### config.mk
export PLATFORM = sky130hd
export DESIGN_NAME = i2c_regacc_slave
export DESIGN_NICKNAME = d
export VERILOG_FILES = /design/src/rtl/i2c_regacc_pkg.sv /design/src/rtl/i2c_line_sync.sv /design/src/rtl/i2c_access_map.sv /design/src/rtl/i2c_slave_engine.sv /design/src/rtl/i2c_regacc_slave.sv
export SDC_FILE = /design/constraint.sdc
export NUM_CORES = 1
export LEC_CHECK = 0
export ABC_AREA = 1
export BUFFER_PORTS_ARGS = -buffer_cell sky130_fd_sc_hd__buf_2
export CAP_MARGIN = 20
export CORE_ASPECT_RATIO = 0.6
export CORE_UTILIZATION = 45
export DETAILED_ROUTE_END_ITERATION = 8
export GPL_TIMING_DRIVEN = 0
export SYNTH_ARGS = -nofsm -noshare
export SYNTH_HDL_FRONTEND = slang
export SYNTH_SLANG_ARGS = --single-unit
export TNS_END_PERCENT = 50
### constraint.sdc
create_clock -name clk -period 3.6 [get_ports clk]
set_clock_uncertainty 0.15 [all_clocks]
set_input_delay 0.18 -clock clk [delete_from_list [all_inputs] [get_ports clk]]
set_output_delay 0.18 -clock clk [all_outputs]
set_load 0.01 [all_outputs]
### src/rtl/i2c_regacc_pkg.sv
package i2c_regacc_pkg;

    localparam int BYTE_W = 8;
    localparam int CNT_W  = 4;

    typedef enum logic [1:0] {
        ACC_RSV = 2'd0,
        ACC_RO  = 2'd1,
        ACC_RW  = 2'd2
    } acc_e;

    typedef enum logic [2:0] {
        ST_IDLE   = 3'd0,
        ST_ADDR   = 3'd1,
        ST_SUB    = 3'd2,
        ST_WDATA  = 3'd3,
        ST_ACK    = 3'd4,
        ST_TX     = 3'd5,
        ST_MACK   = 3'd6,
        ST_IGNORE = 3'd7
    } st_e;

    typedef struct packed {
        st_e               st;
        st_e               nxt;
        logic [CNT_W-1:0]  cnt;
        logic [BYTE_W-1:0] sh;
        logic [BYTE_W-1:0] ptr;
        logic              sda_oe;
        logic              mack;
        logic              wr_en;
        logic [BYTE_W-1:0] wr_addr;
        logic [BYTE_W-1:0] wr_data;
    } eng_s;

endpackage

### src/rtl/i2c_line_sync.sv
module i2c_line_sync #(
    parameter int LINES  = 2,
    parameter int STAGES = 2
) (
    input  logic             clk,
    input  logic             rst_n,
    input  logic [LINES-1:0] raw_i,
    output logic [LINES-1:0] lvl_o,
    output logic [LINES-1:0] rise_o,
    output logic [LINES-1:0] fall_o
);

    localparam int CHAIN_W = STAGES + 1;

    for (genvar g = 0; g < LINES; g++) begin : g_line
        logic [CHAIN_W-1:0] chain_d, chain_q;

        always_comb begin
            chain_d = {chain_q[STAGES-1:0], raw_i[g]};
        end

        always_ff @(posedge clk or negedge rst_n) begin
            if (!rst_n) chain_q <= '1;
            else        chain_q <= chain_d;
        end

        assign lvl_o[g]  = chain_q[STAGES-1];
        assign rise_o[g] = chain_q[STAGES-1] & ~chain_q[STAGES];
        assign fall_o[g] = ~chain_q[STAGES-1] & chain_q[STAGES];
    end

endmodule

### src/rtl/i2c_access_map.sv
module i2c_access_map
    import i2c_regacc_pkg::*;
(
    input  logic [BYTE_W-1:0] addr_i,
    output acc_e              acc_o
);

    localparam int NRANGE = 6;
    localparam logic [BYTE_W-1:0] LO   [NRANGE] = '{8'h00, 8'h1F, 8'h60, 8'h01, 8'h15, 8'h40};
    localparam logic [BYTE_W-1:0] SPAN [NRANGE] = '{8'h00, 8'h00, 8'h02, 8'h12, 8'h02, 8'h1E};
    localparam logic [NRANGE-1:0] RW_MASK = 6'b111000;

    logic [NRANGE-1:0] hit;

    for (genvar g = 0; g < NRANGE; g++) begin : g_range
        logic [BYTE_W-1:0] off;
        assign off    = addr_i - LO[g];
        assign hit[g] = (off <= SPAN[g]);
    end

    always_comb begin
        acc_o = ACC_RSV;
        for (int i = 0; i < NRANGE; i++) begin
            if (hit[i]) acc_o = RW_MASK[i] ? ACC_RW : ACC_RO;
        end
    end

endmodule

### src/rtl/i2c_slave_engine.sv
module i2c_slave_engine
    import i2c_regacc_pkg::*;
(
    input  logic              clk,
    input  logic              rst_n,
    input  logic              scl,
    input  logic              scl_rise,
    input  logic              scl_fall,
    input  logic              sda,
    input  logic              sda_rise,
    input  logic              sda_fall,
    input  logic [6:0]        dev_addr,
    input  logic              can_write,
    input  logic [BYTE_W-1:0] rd_byte,
    output logic              sda_oe,
    output logic              wr_en,
    output logic [BYTE_W-1:0] wr_addr,
    output logic [BYTE_W-1:0] wr_data,
    output logic [BYTE_W-1:0] ptr
);

    localparam logic [CNT_W-1:0] LAST_RX = CNT_W'(BYTE_W);
    localparam logic [CNT_W-1:0] LAST_TX = CNT_W'(BYTE_W - 1);

    eng_s q, d;
    logic start_c, stop_c;

    assign start_c = sda_fall & scl;
    assign stop_c  = sda_rise & scl;

    always_comb begin
        d       = q;
        d.wr_en = 1'b0;
        if (start_c) begin
            d.st     = ST_ADDR;
            d.cnt    = '0;
            d.sda_oe = 1'b0;
        end else if (stop_c) begin
            d.st     = ST_IDLE;
            d.sda_oe = 1'b0;
        end else begin
            case (q.st)
                ST_ADDR, ST_SUB, ST_WDATA: begin
                    if (scl_rise && q.cnt < LAST_RX) begin
                        d.sh  = {q.sh[BYTE_W-2:0], sda};
                        d.cnt = q.cnt + 1'b1;
                    end else if (scl_fall && q.cnt == LAST_RX) begin
                        d.sda_oe = 1'b1;
                        d.st     = ST_ACK;
                        if (q.st == ST_ADDR) begin
                            if (q.sh[BYTE_W-1:1] == dev_addr) begin
                                d.nxt = q.sh[0] ? ST_TX : ST_SUB;
                            end else begin
                                d.sda_oe = 1'b0;
                                d.st     = ST_IGNORE;
                            end
                        end else if (q.st == ST_SUB) begin
                            d.ptr = q.sh;
                            d.nxt = ST_WDATA;
                        end else begin
                            d.nxt = ST_WDATA;
                            d.ptr = q.ptr + 1'b1;
                            if (can_write) begin
                                d.wr_en   = 1'b1;
                                d.wr_addr = q.ptr;
                                d.wr_data = q.sh;
                            end
                        end
                    end
                end
                ST_ACK: begin
                    if (scl_fall) begin
                        d.cnt = '0;
                        if (q.nxt == ST_TX) begin
                            d.sh     = rd_byte;
                            d.ptr    = q.ptr + 1'b1;
                            d.sda_oe = ~rd_byte[BYTE_W-1];
                            d.st     = ST_TX;
                        end else begin
                            d.sda_oe = 1'b0;
                            d.st     = q.nxt;
                        end
                    end
                end
                ST_TX: begin
                    if (scl_fall) begin
                        if (q.cnt == LAST_TX) begin
                            d.sda_oe = 1'b0;
                            d.st     = ST_MACK;
                        end else begin
                            d.sh     = {q.sh[BYTE_W-2:0], 1'b0};
                            d.cnt    = q.cnt + 1'b1;
                            d.sda_oe = ~q.sh[BYTE_W-2];
                        end
                    end
                end
                ST_MACK: begin
                    if (scl_rise) begin
                        d.mack = ~sda;
                    end else if (scl_fall) begin
                        d.cnt = '0;
                        if (q.mack) begin
                            d.sh     = rd_byte;
                            d.ptr    = q.ptr + 1'b1;
                            d.sda_oe = ~rd_byte[BYTE_W-1];
                            d.st     = ST_TX;
                        end else begin
                            d.sda_oe = 1'b0;
                            d.st     = ST_IGNORE;
                        end
                    end
                end
                default: begin
                    d.sda_oe = 1'b0;
                end
            endcase
        end
    end

    always_ff @(posedge clk or negedge rst_n) begin
        if (!rst_n) begin
            q <= '{st: ST_IDLE, nxt: ST_IDLE, cnt: '0, sh: '0, ptr: '0,
                   sda_oe: 1'b0, mack: 1'b0, wr_en: 1'b0, wr_addr: '0, wr_data: '0};
        end else begin
            q <= d;
        end
    end

    assign sda_oe  = q.sda_oe;
    assign wr_en   = q.wr_en;
    assign wr_addr = q.wr_addr;
    assign wr_data = q.wr_data;
    assign ptr     = q.ptr;


    sda_scl_low_chk: assert property (@(posedge clk) disable iff (!rst_n)
        (q.sda_oe != $past(q.sda_oe)) |-> !scl);


    stop_idle_chk: assert property (@(posedge clk) disable iff (!rst_n)
        stop_c |=> (q.st == ST_IDLE && !q.sda_oe));


    ignore_quiet_chk: assert property (@(posedge clk) disable iff (!rst_n)
        (q.st == ST_IGNORE) |-> !q.sda_oe);


    ptr_step_chk: assert property (@(posedge clk) disable iff (!rst_n)
        q.wr_en |-> (q.ptr == q.wr_addr + 1'b1));


    wr_pulse_chk: assert property (@(posedge clk) disable iff (!rst_n)
        q.wr_en |=> !q.wr_en);


    mnack_release_chk: assert property (@(posedge clk) disable iff (!rst_n)
        (q.st == ST_MACK && scl_fall && !q.mack && !start_c && !stop_c)
        |=> (q.st == ST_IGNORE && !q.sda_oe));

endmodule

### src/rtl/i2c_regacc_slave.sv
module i2c_regacc_slave
    import i2c_regacc_pkg::*;
#(
    parameter logic [6:0] ADDR_BASE   = 7'b0100101,
    parameter logic [6:0] ADDR_STRAP  = 7'b0100100,
    parameter int         SYNC_STAGES = 2
) (
    input  logic              clk,
    input  logic              rst_n,
    input  logic              scl_i,
    input  logic              sda_i,
    output logic              sda_oe_o,
    input  logic              addr_strap_i,
    output logic [BYTE_W-1:0] reg_addr_o,
    output logic              reg_wr_en_o,
    output logic [BYTE_W-1:0] reg_wr_data_o,
    input  logic [BYTE_W-1:0] reg_rd_data_i
);

    localparam int IDX_SCL = 0;
    localparam int IDX_SDA = 1;

    logic [1:0]        lvl, rise, fall;
    logic [6:0]        dev_addr;
    acc_e              acc;
    logic              wr_en;
    logic [BYTE_W-1:0] wr_addr, ptr, rd_byte;

    i2c_line_sync #(.LINES(2), .STAGES(SYNC_STAGES)) u_sync (
        .clk   (clk),
        .rst_n (rst_n),
        .raw_i ({sda_i, scl_i}),
        .lvl_o (lvl),
        .rise_o(rise),
        .fall_o(fall)
    );

    assign dev_addr   = addr_strap_i ? ADDR_STRAP : ADDR_BASE;
    assign reg_addr_o = wr_en ? wr_addr : ptr;

    i2c_access_map u_map (
        .addr_i(reg_addr_o),
        .acc_o (acc)
    );

    assign rd_byte = (acc == ACC_RSV) ? '0 : reg_rd_data_i;

    i2c_slave_engine u_eng (
        .clk      (clk),
        .rst_n    (rst_n),
        .scl      (lvl[IDX_SCL]),
        .scl_rise (rise[IDX_SCL]),
        .scl_fall (fall[IDX_SCL]),
        .sda      (lvl[IDX_SDA]),
        .sda_rise (rise[IDX_SDA]),
        .sda_fall (fall[IDX_SDA]),
        .dev_addr (dev_addr),
        .can_write(acc == ACC_RW),
        .rd_byte  (rd_byte),
        .sda_oe   (sda_oe_o),
        .wr_en    (wr_en),
        .wr_addr  (wr_addr),
        .wr_data  (reg_wr_data_o),
        .ptr      (ptr)
    );

    assign reg_wr_en_o = wr_en;


    rw_only_write_chk: assert property (@(posedge clk) disable iff (!rst_n)
        reg_wr_en_o |-> (acc == ACC_RW));

endmodule

==> metrics.md <==
| Metric | Value |
|---|---|
| Netlist Area Pre-Place | `3410 um2` |
| Number of synthesized flops with an enable pin | `0` |
| FF+latch count, synth | `51` |
| Synth Flop Type | `dfrtp_1` |
| PwrDens | `437 nW/um2` |
| Ys Warns | `0` |
| Area grow syn2layout | `14.1%` |
| Post-DR wirelength/cell | `14.6 um` |
| Launch point of the worst reg-to-reg path | `u_eng.wr_en` |
| I/O Buffers | `30` |
| Initial antenna violation count | `0` |
| Leakage power | `1.97 nW` |
| Reg clk slew, reported paths | `0.06 ns` |
| CTS tree | `built` |
| Status | `finished clean` |
| Hold Startpoint | `reg_rd_data_i[1]` |
| Antenna-violating nets left | `0` |
| Starting Density | `46.8%` |
| Clock buffer depth | `2` |
| Synth cell types | `42` |
| Grt ovf | `0` |
| Core area | `7300 um2` |
| F_max | `364 MHz` |
| Fraction of layout cells with a size suffix above 1 | `24.2%` |
| Crit path max fanout | `10` |
| Least-Margin Pin Slew | `0.851 ns` |
| Total Routing Usage GR | `24.1%` |
| Gpl congestion | `0.922` |
| Vias in the first global route | `2899` |
| Worst endpoint data arrival time | `2.78 ns` |
| Die area | `7950 um2` |
| Mapped Avg Cell Area | `7.60 um2` |
| Minimum clock period | `2.75 ns` |
| H-Tree Depth | `2` |
| VDD IR-drop max | `0.237 mV` |
| Syn_nets | `471` |
| Final setup margin | `0.850 ns` |
| Max-slew violations | `0` |
| First-pass GRT wire length | `14700 um` |
| Post-synth top area share | `33.0%` |
| Vias | `3101` |
| Root Buffer | `clkbuf_16` |
| Die Y | `69.5 um` |
| Rows | `24` |
| Worst hold path class | `primary input to register` |
| Final #Nets | `513` |
| Critical Path RT | `3.63 ns` |
| Post-place setup slack | `0.879 ns` |
| DRC | `0` |
| Final setup viols | `0` |
| Clock insertion delay at the later pin of the skew report | `0.29 ns` |
| Largest cells by area after synthesis | `dfrtp_1, nand2_1, inv_1` |
| Antenna diode count | `0` |
| Die X | `114 um` |
| Post-CTS Resized | `0` |
| Slew HR | `42.9%` |
| Final period util | `76.4%` |
| Largest net degree at the start of global routing | `32` |
| Post-DP HPWL | `6940 um` |
| Routed wire length | `8730 um` |
| CP startpoint | `u_eng.wr_en` |
| Drt initial violations | `430` |
| Setup CP Type | `register to register` |
| Max Cap Viol | `0` |
| Startpoint Class | `register` |
| Sequential share of the synthesized area | `37.6%` |
| Post-Synthesis Cells | `449` |
| Total I/O pin count | `31` |
| RSZ-0062 raised after global routing | `false` |
| CTS sink cnt | `51` |
| Crit path capture type | `register` |
| Final Hold Vio Count | `0` |
| Ys async rst share | `100%` |
| CTS Buf Count | `5` |
| Setup TNS | `0 ns` |
| Vias per cell | `5.20` |
| Filler Cells Inserted | `707` |
| Post-synth top area cell | `dfrtp_1` |
| First-pass DRT Iterations | `5` |
-- cells by family (layout without fill, tap and decap cells) --
family / Yosys count / after routing / synth area share [%]
compound gates: 89 / 89 / 16.5
xor+xnor: 7 / 7 / 1.80
fa+ha+maj: 9 / 9 / 3.30
buf+inv: 78 / 121 / 11.0
flops: 51 / 51 / 37.6
mux: 1 / 1 / 0.293
simple gates: 214 / 214 / 29.5
-- per-layer routing --
layer / GRT usage [%] / vias up / part of all wire [%]
met4: 4.04 / 0 / 0.54
met5: 0 / - / 0
met1: 41.3 / 1434 / 58
met3: 6.47 / 6 / 7.5
li1: - / 1543 / -
met2: 29.0 / 118 / 34
-- stage by stage --
stage	total power (W)	hold WS [ns]	util (%)	std cells	cell area, um2
floorplan	0.00107	-0.266	-	449	3410
global placement	0.00121	0.137	50.6	583	3690
global route	0.00182	0.00749	53.4	596	3890
CTS	0.00170	0.000198	53.4	596	3890
finish	0.00170	0.00246	53.4	596	3890
detailed placement	0.00123	0.0257	50.9	584	3710
-- sequential cells by signal (all words and copies together) (netlist names) --
| signal | flops |
|---|---|
| u_eng.q | 19 |
| u_eng.ptr | 8 |
| u_eng.wr_addr | 8 |
| u_eng.wr_data | 8 |
| u_sync.g_line.chain_q | 6 |
| u_eng.sda_oe | 1 |
| u_eng.wr_en | 1 |
-- repair_timing --
| action | 4_1_cts | 5_1_grt |
|---|---|---|
| setup buffers | 0 | 0 |
| hold endpoints to repair | 23 | 0 |
| endpoints found under the setup margin | 0 | 0 |
| hold buffers | 4 | 0 |
-- final timing paths --
path | to | slack [ns] | cells past startpoint
worst max-delay path | u_eng.q[30] | 0.85 | 15
worst min-delay path | u_eng.q[28] | 0.002 | 3
worst max register to register | u_eng.q[30] | 0.85 | 15
worst min register to register | u_sync.g_line[1].chain_q[1] | 0.21 | 0
max in group asynchronous | u_sync.g_line[1].chain_q[0] | 2.45 | 3
min in group asynchronous | u_eng.q[41] | 0.24 | 2
-- area by class of cell --
| class | count | area [um2] | share of cell area (%) |
|---|---|---|---|
| multi-input combinational | 320 | 1760 | 45.1 |
| sequential | 51 | 1280 | 33.0 |
| inverter | 60 | 225 | 5.78 |
| timing repair buffer | 35 | 210 | 5.40 |
| buffer | 18 | 149 | 3.82 |
| tap | 104 | 130 | 3.34 |
| clock buffer | 6 | 129 | 3.31 |
| clock inverter | 2 | 12.5 | 0.321 |
-- cell usage after synthesis, types with 2 or more instances --
library cell	count
inv_2	4
nand2_2	21
nand2_4	5
ha_1	9
xor2_1	6
o21ai_0	24
nand3_2	2
o211ai_1	3
nand2_1	92
o21ai_2	17
o22ai_1	3
dfrtp_1	45
nor2_2	5
nor2_1	35
clkbuf_1	3
nand3_1	28
dfstp_2	6
buf_6	4
o21ai_1	6
inv_1	55
nor3_1	16
nand4_1	6
buf_4	9
a31oi_1	3
a21oi_1	25
-- power breakdown --
group	internal, W	switching, W	total (W)
combinational	0.000154	0.000328	0.000482
sequential	0.000663	0.0000895	0.000753
clock	0.000257	0.000210	0.000467
-- cells in the final DEF, fill, tap and decap left out, drive strengths merged, types with 2 or more instances in the layout --
| cell type | Yosys | layout |
|---|---|---|
| a21oi | 26 | 26 |
| a31oi | 3 | 3 |
| buf | 15 | 46 |
| clkbuf | 3 | 9 |
| clkinv | 1 | 2 |
| dfrtp | 45 | 45 |
| dfstp | 6 | 6 |
| dlygate4sd3 | 0 | 4 |
| ha | 9 | 9 |
| inv | 59 | 59 |
| nand2 | 118 | 118 |
| nand3 | 30 | 30 |
| nand4 | 7 | 7 |
| nor2 | 40 | 40 |
| nor3 | 17 | 17 |
| o211ai | 3 | 3 |
| o21ai | 48 | 48 |
| o22ai | 3 | 3 |
| xor2 | 6 | 6 |
-- worst max-delay path, cell delays in order, from the launching register on --
cell	delay, ns
dfrtp_1	0.38
buf_6	0.15
inv_2	0.17
nand2_1	0.10
nand2_2	0.14
inv_2	0.08
ha_1	0.21
nor2_1	0.19
nor2_1	0.07
nor2b_1	0.13
nand3_1	0.08
nor2_1	0.06
nor2_2	0.21
nand4_2	0.29
nand3_1	0.15
a21oi_1	0.07
(Power assumes the default switching activity.)
